File: config.mk
export PLATFORM = sky130hd
export DESIGN_NAME = tagent_regs
export DESIGN_NICKNAME = d
export VERILOG_FILES = /design/src/rtl/ic_ta_pkg.sv /design/src/rtl/ic_ta_decode.sv /design/src/rtl/ic_ta_regfile.sv /design/src/rtl/tagent_regs.sv
export SDC_FILE = /design/constraint.sdc
export NUM_CORES = 1
export LEC_CHECK = 0
export BUFFER_PORTS_ARGS = -buffer_cell sky130_fd_sc_hd__buf_2
export CORE_MARGIN = 1.5
export CORE_UTILIZATION = 36
export CTS_CLUSTER_DIAMETER = 60
export CTS_CLUSTER_SIZE = 28
export DETAILED_ROUTE_END_ITERATION = 8
export PLACE_DENSITY_LB_ADDON = 0.25
export SYNTH_ARGS = -nofsm -noshare
export SYNTH_HDL_FRONTEND = slang
export SYNTH_SLANG_ARGS = --single-unit
File: constraint.sdc
create_clock -name clk -period 2.2 [get_ports clk]
set_input_delay 0.33 -clock clk [delete_from_list [all_inputs] [get_ports clk]]
set_output_delay 0.33 -clock clk [all_outputs]
set_load 0.02 [all_outputs]
File: src/rtl/ic_ta_pkg.sv
package ic_ta_pkg;
    localparam int unsigned DW = 32;

    typedef enum logic [1:0] {
        SZ_BYTE = 2'd0,
        SZ_HALF = 2'd1,
        SZ_WORD = 2'd2,
        SZ_RSVD = 2'd3
    } acc_size_e;

    typedef enum logic [1:0] {
        SEL_NONE,
        SEL_IDENT,
        SEL_CTRL,
        SEL_STAT
    } reg_sel_e;

    typedef enum logic [1:0] {
        KIND_OK,
        KIND_BADW,
        KIND_BADREG,
        KIND_ROWR
    } acc_kind_e;

    typedef struct packed {
        logic [DW-1:0] ctrl;
        logic          stat_tmo;
        logic          rsp_valid;
        logic          rsp_err;
        logic [DW-1:0] rsp_rdata;
        logic          rst_cmd;
    } ta_state_t;
endpackage

File: src/rtl/ic_ta_decode.sv
module ic_ta_decode
    import ic_ta_pkg::*;
#(
    parameter int unsigned ADDR_W    = 8,
    parameter int unsigned IDENT_OFS = 'h00,
    parameter int unsigned CTRL_OFS  = 'h20,
    parameter int unsigned STAT_OFS  = 'h28
) (
    input  logic [ADDR_W-1:0] addr,
    input  logic              write,
    input  logic [1:0]        size,
    output reg_sel_e          sel,
    output acc_kind_e         kind
);
    localparam logic [ADDR_W-1:0] IDENT_A = ADDR_W'(IDENT_OFS);
    localparam logic [ADDR_W-1:0] CTRL_A  = ADDR_W'(CTRL_OFS);
    localparam logic [ADDR_W-1:0] STAT_A  = ADDR_W'(STAT_OFS);

    always_comb begin
        if (addr == IDENT_A)      sel = SEL_IDENT;
        else if (addr == CTRL_A)  sel = SEL_CTRL;
        else if (addr == STAT_A)  sel = SEL_STAT;
        else                      sel = SEL_NONE;
    end

    // Width is checked first, then the offset, then write permission.
    always_comb begin
        if (acc_size_e'(size) != SZ_WORD)                  kind = KIND_BADW;
        else if (sel == SEL_NONE)                          kind = KIND_BADREG;
        else if (write && (sel == SEL_IDENT || sel == SEL_STAT)) kind = KIND_ROWR;
        else                                               kind = KIND_OK;
    end
endmodule

File: src/rtl/ic_ta_regfile.sv
module ic_ta_regfile
    import ic_ta_pkg::*;
#(
    parameter logic [DW-1:0] IDENT_WORD = 32'h5441_4754,
    parameter logic [DW-1:0] CTRL_MASK  = 32'h0100_0700,
    parameter logic [DW-1:0] CTRL_INIT  = 32'h0000_0200
) (
    input  logic          clk,
    input  logic          rst_n,
    input  logic          req_valid,
    input  logic          req_write,
    input  logic [1:0]    req_size,
    input  logic [DW-1:0] req_wdata,
    input  reg_sel_e      sel,
    input  acc_kind_e     kind,
    input  logic          tmo_evt,
    output logic          rsp_valid,
    output logic [DW-1:0] rsp_rdata,
    output logic          rsp_err,
    output logic [DW-1:0] ctrl_word,
    output logic          rst_cmd
);
    localparam ta_state_t RESET_STATE = '{
        ctrl:      CTRL_INIT & CTRL_MASK,
        stat_tmo:  1'b0,
        rsp_valid: 1'b0,
        rsp_err:   1'b0,
        rsp_rdata: '0,
        rst_cmd:   1'b0
    };

    ta_state_t st_d, st_q;
    logic      clr_req;

    always_comb begin
        st_d           = st_q;
        st_d.rsp_valid = req_valid;
        st_d.rsp_err   = 1'b0;
        st_d.rsp_rdata = '0;
        st_d.rst_cmd   = 1'b0;
        clr_req        = 1'b0;

        if (req_valid) begin
            st_d.rsp_err = (kind != KIND_OK);
            if (kind == KIND_OK) begin
                if (req_write) begin
                    if (sel == SEL_CTRL) begin
                        st_d.ctrl    = req_wdata & CTRL_MASK;
                        clr_req      = req_wdata[0];
                        st_d.rst_cmd = req_wdata[0];
                    end
                end else begin
                    unique case (sel)
                        SEL_IDENT: st_d.rsp_rdata = IDENT_WORD;
                        SEL_CTRL:  st_d.rsp_rdata = st_q.ctrl;
                        SEL_STAT:  st_d.rsp_rdata = {{(DW-1){1'b0}}, st_q.stat_tmo};
                        default:   st_d.rsp_rdata = '0;
                    endcase
                end
            end
        end

        // A new timeout event takes precedence over a clear in the same cycle.
        if (tmo_evt)      st_d.stat_tmo = 1'b1;
        else if (clr_req) st_d.stat_tmo = 1'b0;
    end

    always_ff @(posedge clk) begin
        if (!rst_n) st_q <= RESET_STATE;
        else        st_q <= st_d;
    end

    assign rsp_valid = st_q.rsp_valid;
    assign rsp_rdata = st_q.rsp_rdata;
    assign rsp_err   = st_q.rsp_err;
    assign ctrl_word = st_q.ctrl;
    assign rst_cmd   = st_q.rst_cmd;


    rsp_follows_req_chk: assert property (@(posedge clk) disable iff (!rst_n)
        req_valid |=> rsp_valid);

    rsp_idle_chk: assert property (@(posedge clk) disable iff (!rst_n)
        !req_valid |=> !rsp_valid);

    err_with_rsp_chk: assert property (@(posedge clk) disable iff (!rst_n)
        rsp_err |-> rsp_valid);

    badwidth_err_chk: assert property (@(posedge clk) disable iff (!rst_n)
        (req_valid && req_size != 2'd2) |=> rsp_err);

    err_zero_data_chk: assert property (@(posedge clk) disable iff (!rst_n)
        rsp_err |-> (rsp_rdata == '0));

    ctrl_hold_chk: assert property (@(posedge clk) disable iff (!rst_n)
        !(req_valid && req_write) |=> $stable(ctrl_word));

    tmo_sets_chk: assert property (@(posedge clk) disable iff (!rst_n)
        tmo_evt |=> st_q.stat_tmo);

    tmo_sticky_chk: assert property (@(posedge clk) disable iff (!rst_n)
        (st_q.stat_tmo && !(req_valid && req_write && sel == SEL_CTRL && req_wdata[0]))
        |=> st_q.stat_tmo);
endmodule

File: src/rtl/tagent_regs.sv
module tagent_regs
    import ic_ta_pkg::*;
#(
    parameter int unsigned   ADDR_W     = 8,
    parameter logic [31:0]   IDENT_WORD = 32'h5441_4754,
    parameter logic [31:0]   CTRL_MASK  = 32'h0100_0700,
    parameter logic [31:0]   CTRL_INIT  = 32'h0000_0200
) (
    input  logic              clk,
    input  logic              rst_n,
    input  logic              req_valid,
    input  logic              req_write,
    input  logic [ADDR_W-1:0] req_addr,
    input  logic [1:0]        req_size,
    input  logic [31:0]       req_wdata,
    input  logic              tmo_evt,
    output logic              rsp_valid,
    output logic [31:0]       rsp_rdata,
    output logic              rsp_err,
    output logic [31:0]       periph_ctl,
    output logic              periph_rst
);
    reg_sel_e  acc_sel;
    acc_kind_e acc_kind;

    ic_ta_decode #(
        .ADDR_W(ADDR_W)
    ) u_decode (
        .addr  (req_addr),
        .write (req_write),
        .size  (req_size),
        .sel   (acc_sel),
        .kind  (acc_kind)
    );

    ic_ta_regfile #(
        .IDENT_WORD(IDENT_WORD),
        .CTRL_MASK (CTRL_MASK),
        .CTRL_INIT (CTRL_INIT)
    ) u_regs (
        .clk       (clk),
        .rst_n     (rst_n),
        .req_valid (req_valid),
        .req_write (req_write),
        .req_size  (req_size),
        .req_wdata (req_wdata),
        .sel       (acc_sel),
        .kind      (acc_kind),
        .tmo_evt   (tmo_evt),
        .rsp_valid (rsp_valid),
        .rsp_rdata (rsp_rdata),
        .rsp_err   (rsp_err),
        .ctrl_word (periph_ctl),
        .rst_cmd   (periph_rst)
    );
endmodule

==> results.md, run 1 <==
- The worst setup path is captured at a flip-flop.
- The number of placed cells counting well taps is 170.
- The initial cell density of the core is 0.3739.
- The die area is 3168 µm².
- The area growth from synthesis to layout is -4.284%.
- The signal on the critical path passes through buf_2 > or4_4 > or4_4 > a21oi_2.
- Entering global routing, the biggest net connects 12 pins.
- In the routed design, unresolved DRC markers number 0.
- The synthesized netlist occupies a cell area of ~1000 µm².
- The path class of the lowest-slack min-delay path is in -> reg.
- The number of levels in the clock H-tree is 1.
- The post-route antenna net violation count is 0.
- The number of hold violations in the final report is 0.
- Once routing completed, OpenROAD measured the worst setup slack at about 0.73 ns.
- The hold buffer count at cts is 0.
- Once the clock tree was built, the resizer swapped 0 gates to a different size.
- The global route total overflow is 0.
- VDD sags by at most 0.0002393 V.
- For the worst-skew pair, the clock arrives at the later sink with an insertion delay of approximately 0.27 ns.
- The critical-path maximum fanout is 5.
- TritonCTS built the clock tree.
- The pre-CTS worst setup slack is roughly 0.44 ns.
- The floorplan step set the die height to about 56 µm.
- The slowest cell on the critical path is sky130_fd_sc_hd__or4_4.
- Static timing analysis puts the maximum clock frequency at between 600 and 700 MHz.
- The number of vias per cell is approximately 3.7.
- The net count of the finished layout is about 190.
- The time the final worst path needs with I/O delays and setup is ~1.5 ns.
- In this run the count of I/O pins placed on the die edge is approximately 110.
- The total of max-cap violations is 0.
- For this run, the leading register cell type out of synthesis is sky130_fd_sc_hd__dfxtp_1.
- The clock passes through at most 2 buffers.
- The repair_antennas step left the layout with diodes totalling 0.
- The fraction of final layout cells with drive strength greater than 1 is 0.3706.
- On the worst path, the slowest cell contributes a delay of between 0.5 and 0.6 ns.
- The static power due to leakage is about 0.55 nW.
- Setup repair after global routing left no endpoint under its margin.
- The worst setup path is of the in -> reg kind.
- The iteration-0 DRC count of the detailed router is 10.
- The initialized floorplan defines 19 standard-cell rows.
- Counting every sink on the clock net gives 14.
- Clock tree synthesis selected as its root buffer the cell sky130_fd_sc_hd__clkbuf_4.
- The final worst clock skew is approximately 0.00029 ns.
- The number of different library cells used by synthesis comes to 26.
- The number of buffers created by CTS is 3.
- Each instance of the synthesized netlist takes up on average approximately 8.5 µm².
- The final design area excluding fillers is ~980 µm².
- The gate family responsible for the most delay along the worst path is simple AND/OR/NAND/NOR gates.
- Leaving out filler cells and counting taps, the final layout contains 174.
- Post-CTS timing repair inserted 0 buffers for setup.
- Of the available clock period, the critical path in the final layout requires 0.6697.
- In the global route stage, met3 resource usage came out at 0.01613.
- The placed wire-length estimate after detailed placement is 1187 µm.
- The average wire per standard cell is 7.914 µm.
- The share of synthesized flip-flops with an asynchronous set or reset is 0.
- The detailed-route via count is approximately 650.
- The number of antenna violations at the first check in global routing was 0.
- The length of the first detailed-routing pass in iterations is 4.
- The final-layout fill cell count is approximately 290.
- The number of global-route vias before repair is about 520.
- met2 is the most crowded layer.
- The worst setup path is launched from an input port.
- The power per unit of standard cell area is 561.2 nW/µm².
- The first global-routing pass estimated 2111 µm of wire.
- Input and output buffers added on the ports amount to 40.
- In this run the cell area measured after placement is 942.2 µm².
- The count of mapped cells out of synthesis is 120.
- The number of endpoints failing setup at the final stage is 0.
- The final estimated routing congestion in global placement is between 0.7 and 0.8.
- The final design utilization is 0.3579.
- The final setup TNS is 0 ns.
- For met2 alone, demand over resource in global routing was 0.1311.
- Data arrives at the worst endpoint at approximately 1.7 ns.
- The final wirelength is between 1000 and 1500 µm.
- The sequential share of the synthesized area is 0.2742.
- The clock transition at the registers of the reported paths is 0.08 ns.
- For this run, the total global-route usage over all layers was measured as 0.08482.
- The die width is about 56 µm.
- The count of warnings emitted by yosys is 0.
- The number of max-slew violations in the final report is 0.
- In this design, the critical path's most frequently occurring cell is sky130_fd_sc_hd__or4_4.
- The run finished with clean final reports.
- In the global route stage, met1 resource usage came out at 0.1006.
- Counting both buffers and inverters, the worst setup path holds a total of 1.
- The required time of the worst setup path is about 2.4 ns.
- The number of synthesized register bits is 14.
- The synthesized design contains 0 enable-type register cells.
- The floorplan core area is 2734 µm².
## path summary, 6_finish.rpt
check                                     start              endpoint  slack, ns  cells past startpoint
worst max-delay path                req_addr[4]  u_regs.rsp_rdata[10]       0.73                      4
worst min register to register  u_regs.st_q[35]   u_regs.rsp_rdata[0]       0.46                      2
worst min-delay path               req_wdata[0]       u_regs.st_q[35]       0.25                      2
worst max register to register  u_regs.st_q[35]       u_regs.st_q[35]       1.55                      2
## state kept, by name (all words and copies together) (netlist names)
signal,cells
u_regs.rsp_valid,1
u_regs.rst_cmd,1
u_regs.st_q,1
u_regs.rsp_rdata,6
u_regs.rsp_err,1
u_regs.ctrl_word,4
## cells by family (layout without fill, tap and decap cells)
kind of cell,Yosys count,in the layout,synth area share
multiplexers,3,3,0.02938
AO/OA/AOI/OAI,9,9,0.06488
other,1,46,0.003668
buffers and inverters,71,49,0.4957
AND/OR/NAND/NOR,22,22,0.1322
flip-flops,14,14,0.2742
## synth_stat cells (2+ instances only)
cell	n	area share
sky130_fd_sc_hd__dfxtp_1	14	0.27
sky130_fd_sc_hd__or4_4	2	0.022
sky130_fd_sc_hd__buf_4	64	0.47
sky130_fd_sc_hd__nor2_1	2	0.0073
sky130_fd_sc_hd__clkbuf_1	2	0.0073
sky130_fd_sc_hd__a21oi_2	3	0.026
sky130_fd_sc_hd__mux2i_1	3	0.029
sky130_fd_sc_hd__inv_1	5	0.018
sky130_fd_sc_hd__nand2_1	8	0.029
## per-stage QoR
| stage | hold WS [ns] | total power, W |
|---|---|---|
| finish | 0.2466 | 0.0005491 |
| CTS | 0.2353 | 0.0005559 |
| floorplan | 0.4236 | 0.0004116 |
| global route | 0.2372 | 0.0005803 |
| detailed placement | 0.4445 | 0.0003712 |
| global placement | 0.4512 | 0.0003702 |
## report_power, final
part	internal [W]	total (W)	switching, W	leakage [nW]
Sequential	0.000256	0.000258	0.00000109	0.114
Combinational	0.0000194	0.000109	0.0000893	0.414
Clock	0.000101	0.000183	0.0000822	0.0210
Total	0.000376	0.000549	0.000173	0.549
## metal layers
layer / wire length [µm] / up-vias
li1: - / 323
met1: 541 / 282
met2: 690 / 44
met3: 144 / 0
met4: 0 / 0
met5: 0 / -
## final cells by class
class	instances	area, µm²	area share
tap	31	38.79	0.03964
timing repair buffer	40	200.2	0.2046
inverter	5	18.77	0.01918
clock buffer	4	36.28	0.03708
multi-input combinational	80	404.1	0.4130
sequential	14	280.3	0.2864
## cell usage in the layout (no fill, tap or decap)
master                     instances
sky130_fd_sc_hd__a31oi_1           1
sky130_fd_sc_hd__nor2_2            1
sky130_fd_sc_hd__conb_1           46
sky130_fd_sc_hd__nand2_1           8
sky130_fd_sc_hd__inv_1             5
sky130_fd_sc_hd__o31ai_1           1
sky130_fd_sc_hd__nor2_1            2
sky130_fd_sc_hd__clkbuf_4          3
sky130_fd_sc_hd__o311ai_1          1
sky130_fd_sc_hd__and3_1            1
sky130_fd_sc_hd__or4b_4            1
sky130_fd_sc_hd__or4_4             2
sky130_fd_sc_hd__o21a_1            1
sky130_fd_sc_hd__nand3b_1          1
sky130_fd_sc_hd__mux2i_1           3
sky130_fd_sc_hd__or2_2             1
sky130_fd_sc_hd__nand4b_1          1
sky130_fd_sc_hd__buf_2            40
sky130_fd_sc_hd__dfxtp_1          14
sky130_fd_sc_hd__nor3_2            1
sky130_fd_sc_hd__a21oi_2           3
sky130_fd_sc_hd__a21oi_1           1
sky130_fd_sc_hd__nor3_1            1
sky130_fd_sc_hd__clkbuf_8          1
sky130_fd_sc_hd__and2_1            1
sky130_fd_sc_hd__o21ai_0           1
sky130_fd_sc_hd__nand3_1           1
(Power assumes the default switching activity.)
==> run 2, diff against run 1 <==
- CORE_UTILIZATION: 36 -> 34
- clock period: 2.2 -> 1.45 ns (I/O delays scaled with it)
==> run 2 against run 1 <==
The flow now finishes with violations (design-rule violations). Worst hold slack worse by 0.11 ns. Total power grew 50%. Count of clock-buffer cells in the layout unchanged. Clock skew increased by 0.0063 ns. Critical path depth is the same. Via count is 1.4% lower. Die area grew 5.6%. Final area up 0.77%. Non-clock buffer count is 1 higher. Critical path type unchanged.
==> results.md, run 2 (synthesis gave the netlist of run 1 again) <==
- The global router's overall resource usage is 0.08245 (-0.002374).
- The detailed-route via count is 640 (-1.4%).
- The number of antenna violations at the first check in global routing is 0 (unchanged).
- The number of max-slew violations in the final report is 0 (unchanged).
- The die height is 57.83 µm (+2.7%).
- The post-route antenna net violation count came to 0 (unchanged).
- The number of inserted diodes came to 0 (unchanged).
- The count of boundary I/O pins is 114 (unchanged).
- The smallest clock period supported by the final layout is computed as ~1.4 ns.
- The required time of the worst setup path is 1.66 ns (-0.76 ns).
- The number of hold violations in the final report came to 0 (unchanged).
- The global route total overflow was 0 (unchanged).
- The net switching share of the total power is 0.3088 (-0.005660).
- The clock transition at the registers of the reported paths came to 0.08 ns (about the same).
- The critical-path maximum fanout is 5 (unchanged).
- Setup repair after global routing left no endpoint under its margin.
- The area taken by multi-input logic gates is 404.1 µm² (unchanged).
- The total of max-cap violations was 0 (unchanged).
- The final-layout fill cell count is 318 (+9.3%).
- The sequential cell area is 280.3 µm² (unchanged).
- The clock network fraction of design power was 0.327 (-0.006).
- The number of vias per cell is 3.657 (-2.0%).
- The final setup TNS was 0 ns (unchanged).
- The clock tree buffer depth is 2 (unchanged).
- The path class of the lowest-slack min-delay path is in -> reg.
- The source-to-sink clock delay at the later pin of the worst-skew pair was 0.27 ns (about the same).
- The most common cell after layout, fill and taps aside is sky130_fd_sc_hd__conb_1.
- STA classifies the critical path endpoint as a flip-flop.
- The average wire per standard cell is 8.400 µm (+6.1%).
- The global-route wire length before repair is 2125 µm (+0.66%).
- Timing would allow up to 732.5 MHz.
- The number of buffers created by CTS came to 3 (unchanged).
- The internal power is 0.0005710 W (+52%).
- The flip-flop count of the largest register, all copies and words added is 6 (unchanged).
- The final worst clock skew was 0.006595 ns (+0.006308 ns).
- The number of global-route vias before repair is 502 (-3.6%).
- The floorplan core area is 2805 µm² (+2.6%).
- TritonCTS built the clock tree.
- The final wirelength came to 1470 µm (+6.8%).
- The number of endpoints failing setup at the final stage is 0 (unchanged).
- The flow ran to the end, but the final reports show violations.
- The die area came to 3344 µm² (+5.6%).
- STA classifies the critical path startpoint as an input port.
- The minimum hold slack is 0.1378 ns (-0.1088 ns).
- The row count is 19 (unchanged).
- The number of levels in the clock H-tree was 1 (unchanged).
- The total DRC errors in the routed layout is 12 (+12).
- The number of cells upsized or downsized after cts is 0 (unchanged).
- The fraction of power consumed by combinational cells is 0.200 (+0.002).
- The final net count is 192 (+0.52%).
- The die width is 57.83 µm (+2.7%).
- The net switching component of the power was 0.0002551 W (+48%).
- The total clock sinks came to 14 (unchanged).
- The initial cell density of the core is 0.3644 (-0.009506).
- The top cell types in the final layout, fill and taps aside, are sky130_fd_sc_hd__conb_1 (46), sky130_fd_sc_hd__buf_2 (40), sky130_fd_sc_hd__dfxtp_1 (14).
- The number of port buffers is 40 (unchanged).
- The peak supply drop is 0.0005444 V (+130%).
- In the finished design, the share of the clock period the worst path needs comes to 0.9415.
- The placed wire-length estimate after detailed placement was 1248 µm (+5.2%).
- The fraction of final layout cells with drive strength greater than 1 came to 0.3750 (+0.004371).
- The final estimated routing congestion in global placement is 0.7785 (+7.1%).
- The static power due to leakage is 0.5540 nW (+0.99%).
- The checks that failed: design-rule violations.
- The arrival time of the worst setup path is 1.57 ns (-0.12 ns).
- The hold buffer count at cts is 0 (unchanged).
- The iteration-0 DRC count of the detailed router is 23 (+13).
- By startpoint and endpoint, the worst setup path is classified as in -> reg.
- The buffer count from post-CTS setup fixing came to 0 (unchanged).
- CTS placed an instance of sky130_fd_sc_hd__clkbuf_4 at the clock tree root.
- The length of the first detailed-routing pass in iterations is 6 (+2).
- The largest net degree at the start of global routing is 12 (unchanged).
- The power per unit of standard cell area was 837.8 nW/µm² (+49%).
- The area growth from synthesis to layout is -3.549%.
- The sequential power share was 0.473 (+0.004).
## run 2: through the flow
stage / power (W) / worst slack, ns / instance area, µm² / std cells / util
3_3_place_gp: 0.0005619 / -0.1858 / 949.7 / 171 / 0.3385
2_1_floorplan: 0.0006245 / -0.04662 / 1191 / 165 / -
6_report: 0.0008261 / 0.08478 / 985.9 / 175 / 0.3515
3_5_place_dp: 0.0005631 / -0.2048 / 949.7 / 171 / 0.3385
4_1_cts: 0.0008362 / 0.08389 / 985.9 / 175 / 0.3515
5_1_grt: 0.0008692 / 0.06833 / 985.9 / 175 / 0.3515
## run 2: routing by layer
| metal | up-vias | GRT usage | routed length, µm | part of all wire |
|---|---|---|---|---|
| li1 | 321 | - | - | - |
| met1 | 271 | 0.09713 | 543 | 0.37 |
| met2 | 48 | 0.1299 | 712 | 0.48 |
| met3 | 0 | 0.05134 | 215 | 0.15 |
| met4 | 0 | 0.01329 | 0 | 0 |
| met5 | - | 0 | 0 | 0 |
## run 2: path summary, 6_finish.rpt
path                       startpoint              endpoint  slack (ns)  cells past startpoint
hold reg to reg       u_regs.st_q[35]   u_regs.rsp_rdata[0]        0.48                      2
setup / recovery          req_addr[4]  u_regs.rsp_rdata[10]        0.08                      4
setup reg to reg  u_regs.ctrl_word[9]   u_regs.ctrl_word[9]        0.80                      2
hold / removal           req_wdata[0]       u_regs.st_q[35]        0.14                      2
## run 2: layout make-up
type / count / share of cell area
Clock buffer: 4 / 0.03680
Tap cell: 31 / 0.03934
Inverter: 5 / 0.01904
Timing Repair Buffer: 41 / 0.2107
Sequential cell: 14 / 0.2843
Multi-Input combinational cell: 80 / 0.4099
## run 2: worst max-delay path, cell delays in order
cell	delay, ns
sky130_fd_sc_hd__buf_2	0.10
sky130_fd_sc_hd__or4_4	0.55
sky130_fd_sc_hd__or4_4	0.58
sky130_fd_sc_hd__a21oi_2	0.12
## run 2: power groups by stage
stage / combinational, W / clock, W / sequential (W)
floorplan: 0.000221 / 0 / 0.000403
global placement: 0.000162 / 0 / 0.000400
detailed placement: 0.000163 / 0 / 0.000400
CTS: 0.000164 / 0.000282 / 0.000391
global route: 0.000179 / 0.000299 / 0.000391
finish: 0.000165 / 0.000270 / 0.000391
==> run 3, diff against run 2 <==
- GPL_ROUTABILITY_DRIVEN: unset -> 0
- PLACE_DENSITY: unset -> 0.84
- PLACE_DENSITY_LB_ADDON: 0.25 -> unset
==> run 3 against run 2 <==
The run still ends with design-rule violations left. Worst setup slack better by 0.011 ns. Critical path depth stayed put. Combinational power hardly changed. First-iteration DRC count is 8.7% lower. Register-to-register slack worse by 0.02 ns. Die area stayed put. Total power hardly changed. Sequential power hardly changed. Routed wire length is 3.9% lower. Clock power hardly changed. Count of clock-buffer cells in the layout stayed put. Global-route usage is 0.24 points higher.
==> results.md, run 3 (synthesis gave the netlist of run 1 again) <==
- The final setup TNS is 0 ns (unchanged).
- The global-route wire length before repair is 2166 µm (+1.9%).
- The launch instance of the worst register-to-register path is u_regs.ctrl_word[9].
- The number of placed cells counting well taps is 172 (+0.58%).
- The length of the first detailed-routing pass in iterations is 5 (-1).
- The number of antenna violations at the first check in global routing is 0 (unchanged).
- The source-to-sink clock delay at the later pin of the worst-skew pair was 0.27 ns (about the same).
- The critical-path maximum fanout is 5 (unchanged).
- The flow ran to the end, but the final reports show violations.
- The time the final worst path needs with I/O delays and setup is 1.355 ns (-0.01072 ns).
- The number of levels in the clock H-tree came to 1 (unchanged).
- The register-to-register setup slack is 0.78 ns (-0.02 ns).
- The minimum hold slack is 0.1356 ns (-0.002215 ns).
- The average wire per standard cell is 8.028 µm (-4.4%).
- The iteration-0 DRC count of the detailed router is 21 (-8.7%).
- The final wirelength is 1413 µm (-3.9%).
- The number of inserted diodes is 0 (unchanged).
- The capture point of the worst path is u_regs.rsp_rdata[10].
- The final worst clock skew was 0.00004291 ns (-0.006552 ns).
- The worst setup slack after layout came to 0.09549 ns (+0.01072 ns).
- The buffer count from post-CTS setup fixing is 0 (unchanged).
- The required time of the worst setup path was 1.66 ns (about the same).
- The endpoint identified for the worst register-to-register timing path is u_regs.ctrl_word[9].
- The die area is 3344 µm² (unchanged).
- The largest incremental delay on the critical path came to 0.58 ns (about the same).
- The count of boundary I/O pins is 114 (unchanged).
- The number of global-route vias before repair is 516 (+2.8%).
- The final net count is 193 (+0.52%).
- The clock tree buffer depth is 2 (unchanged).
- In this run the worst setup path begins at req_addr[4].
- The signed area change from the synthesized netlist to the final layout is -2.815%.
- The achievable frequency was 738.3 MHz (+0.79%).
- The path class of the lowest-slack min-delay path is in -> reg.
- The placed wire-length estimate after detailed placement is 1246 µm (-0.16%).
- The fraction of final layout cells with drive strength greater than 1 was 0.3793 (+0.004310).
- By startpoint and endpoint, the worst setup path is classified as in -> reg.
- The signal on the critical path passes through buf_2 > or4_4 > or4_4 > a21oi_2.
- STA classifies the critical path endpoint as a flip-flop.
- The number of buffers created by CTS is 3 (unchanged).
- The die height is 57.83 µm (unchanged).
- The clock transition at the registers of the reported paths was 0.08 ns (about the same).
- The total DRC errors in the routed layout is 16 (+4).
- The initial cell density of the core is 0.3644 (unchanged).
- The total of max-cap violations is 0 (unchanged).
- The arrival time of the worst setup path was 1.56 ns (about the same).
- The row count is 19 (unchanged).
- The total clock sinks is 14 (unchanged).
- The number of max-slew violations in the final report is 0 (unchanged).
- The final reports fail on design-rule violations.
- The number of cells upsized or downsized after cts is 0 (unchanged).
- The critical path depth came to 4 (unchanged).
- The power per unit of standard cell area is 832.1 nW/µm² (-0.68%).
- The post-route fraction of the period consumed by the critical path was 0.9341 (-0.007390).
- The static power due to leakage is 0.5583 nW (+0.76%).
- The floorplan core area is 2805 µm² (unchanged).
- The number of cells on the worst reg-to-reg path is 2 (unchanged).
- The number of buffer and inverter stages on the critical path is 1 (unchanged).
- The library cell used most frequently in the layout, excluding fill and tap cells, is sky130_fd_sc_hd__conb_1.
- The final-layout fill cell count came to 306 (-3.8%).
- The peak supply drop is 0.0001909 V (-65%).
- The die width came to 57.83 µm (unchanged).
- The largest net degree at the start of global routing is 12 (unchanged).
- The pre-CTS worst setup slack came to -0.1951 ns (+0.009715 ns).
- The sequential cell area came to 280.3 µm² (unchanged).
- The largest individual stage delay along the critical path comes from the cell sky130_fd_sc_hd__or4_4.
- The post-route antenna net violation count is 0 (unchanged).
- On the critical path the largest part of the delay comes from simple AND/OR/NAND/NOR gates.
- The number of vias per cell is 3.705 (+1.3%).
- The flip-flop count of the largest register, all copies and words added is 6 (unchanged).
- The detailed-route via count is 652 (+1.9%).
- The number of hold violations in the final report was 0 (unchanged).
- The final cell count without fillers is 176 (+0.57%).
- Counting stages on the worst path, the most repeated cell is sky130_fd_sc_hd__or4_4.
- The clock tree root driver cell is sky130_fd_sc_hd__clkbuf_4.
- The number of endpoints failing setup at the final stage is 0 (unchanged).
- The number of port buffers is 40 (unchanged).
- The hold buffer count at cts is 0 (unchanged).
- The TritonCTS clock tree is done.
- The area taken by multi-input logic gates was 404.1 µm² (unchanged).
- Leaving out fill and tap cells, the most frequent cells in the layout are sky130_fd_sc_hd__conb_1 (46), sky130_fd_sc_hd__buf_2 (40), sky130_fd_sc_hd__dfxtp_1 (14).
- The worst setup path is launched from an input port.
- Setup repair after global routing left no endpoint under its margin.
- The global route total overflow was 0 (unchanged).
- The final design utilization was 0.3541 (+0.002676).
- The global router's overall resource usage is 0.08488 (+0.002434).
run 3: cell count changes in the layout (fill, tap and decap cells not counted), sizes merged:
cell,delta
buf,+1
run 3: where the power goes:
| part | switching, W | internal [W] |
|---|---|---|
| registers | 0.00000177 | 0.000389 |
| clock network | 0.000117 | 0.000152 |
| logic | 0.000136 | 0.0000303 |
| total | 0.000255 | 0.000572 |
run 3: layout make-up:
cell class | count | share of cell area
clock buffers | 4 | 0.03652
inverters | 5 | 0.01889
multi-input cells | 80 | 0.4068
flip-flops and latches | 14 | 0.2821
well taps | 31 | 0.03904
repair buffers | 42 | 0.2166
run 3: worst register-to-register path, stage by stage, from the launching register on:
cell,delay (ns)
sky130_fd_sc_hd__dfxtp_1,0.33
sky130_fd_sc_hd__o31ai_1,0.07
sky130_fd_sc_hd__o311ai_1,0.14
run 3: worst min path at each step:
stage / from / endpoint / slack [ns] / depth (start not counted)
floorplan: req_wdata[0] / u_regs.st_q[35] / 0.33 / 1
global placement: req_wdata[0] / u_regs.st_q[35] / 0.42 / 2
detailed placement: req_wdata[0] / u_regs.st_q[35] / 0.42 / 2
CTS: req_wdata[0] / u_regs.st_q[35] / 0.13 / 2
global route: req_wdata[0] / u_regs.st_q[35] / 0.15 / 2
finish: req_wdata[0] / u_regs.st_q[35] / 0.14 / 2
run 3: layer usage:
metal | track usage | vias to the layer above | wire length, µm | part of all wire
li1 | - | 322 | - | -
met1 | 0.08929 | 279 | 480 | 0.34
met2 | 0.1364 | 49 | 701 | 0.50
met3 | 0.03571 | 2 | 209 | 0.15
met4 | 0.05980 | 0 | 22 | 0.016
met5 | 0 | - | 0 | 0
run 3: stage by stage:
step | area, µm² | power [W]
5_1_grt | 993.5 | 0.0008711
6_report | 993.5 | 0.0008266
3_5_place_dp | 957.2 | 0.0005636
4_1_cts | 993.5 | 0.0008314
2_1_floorplan | 1191 | 0.0006245
3_3_place_gp | 957.2 | 0.0005618
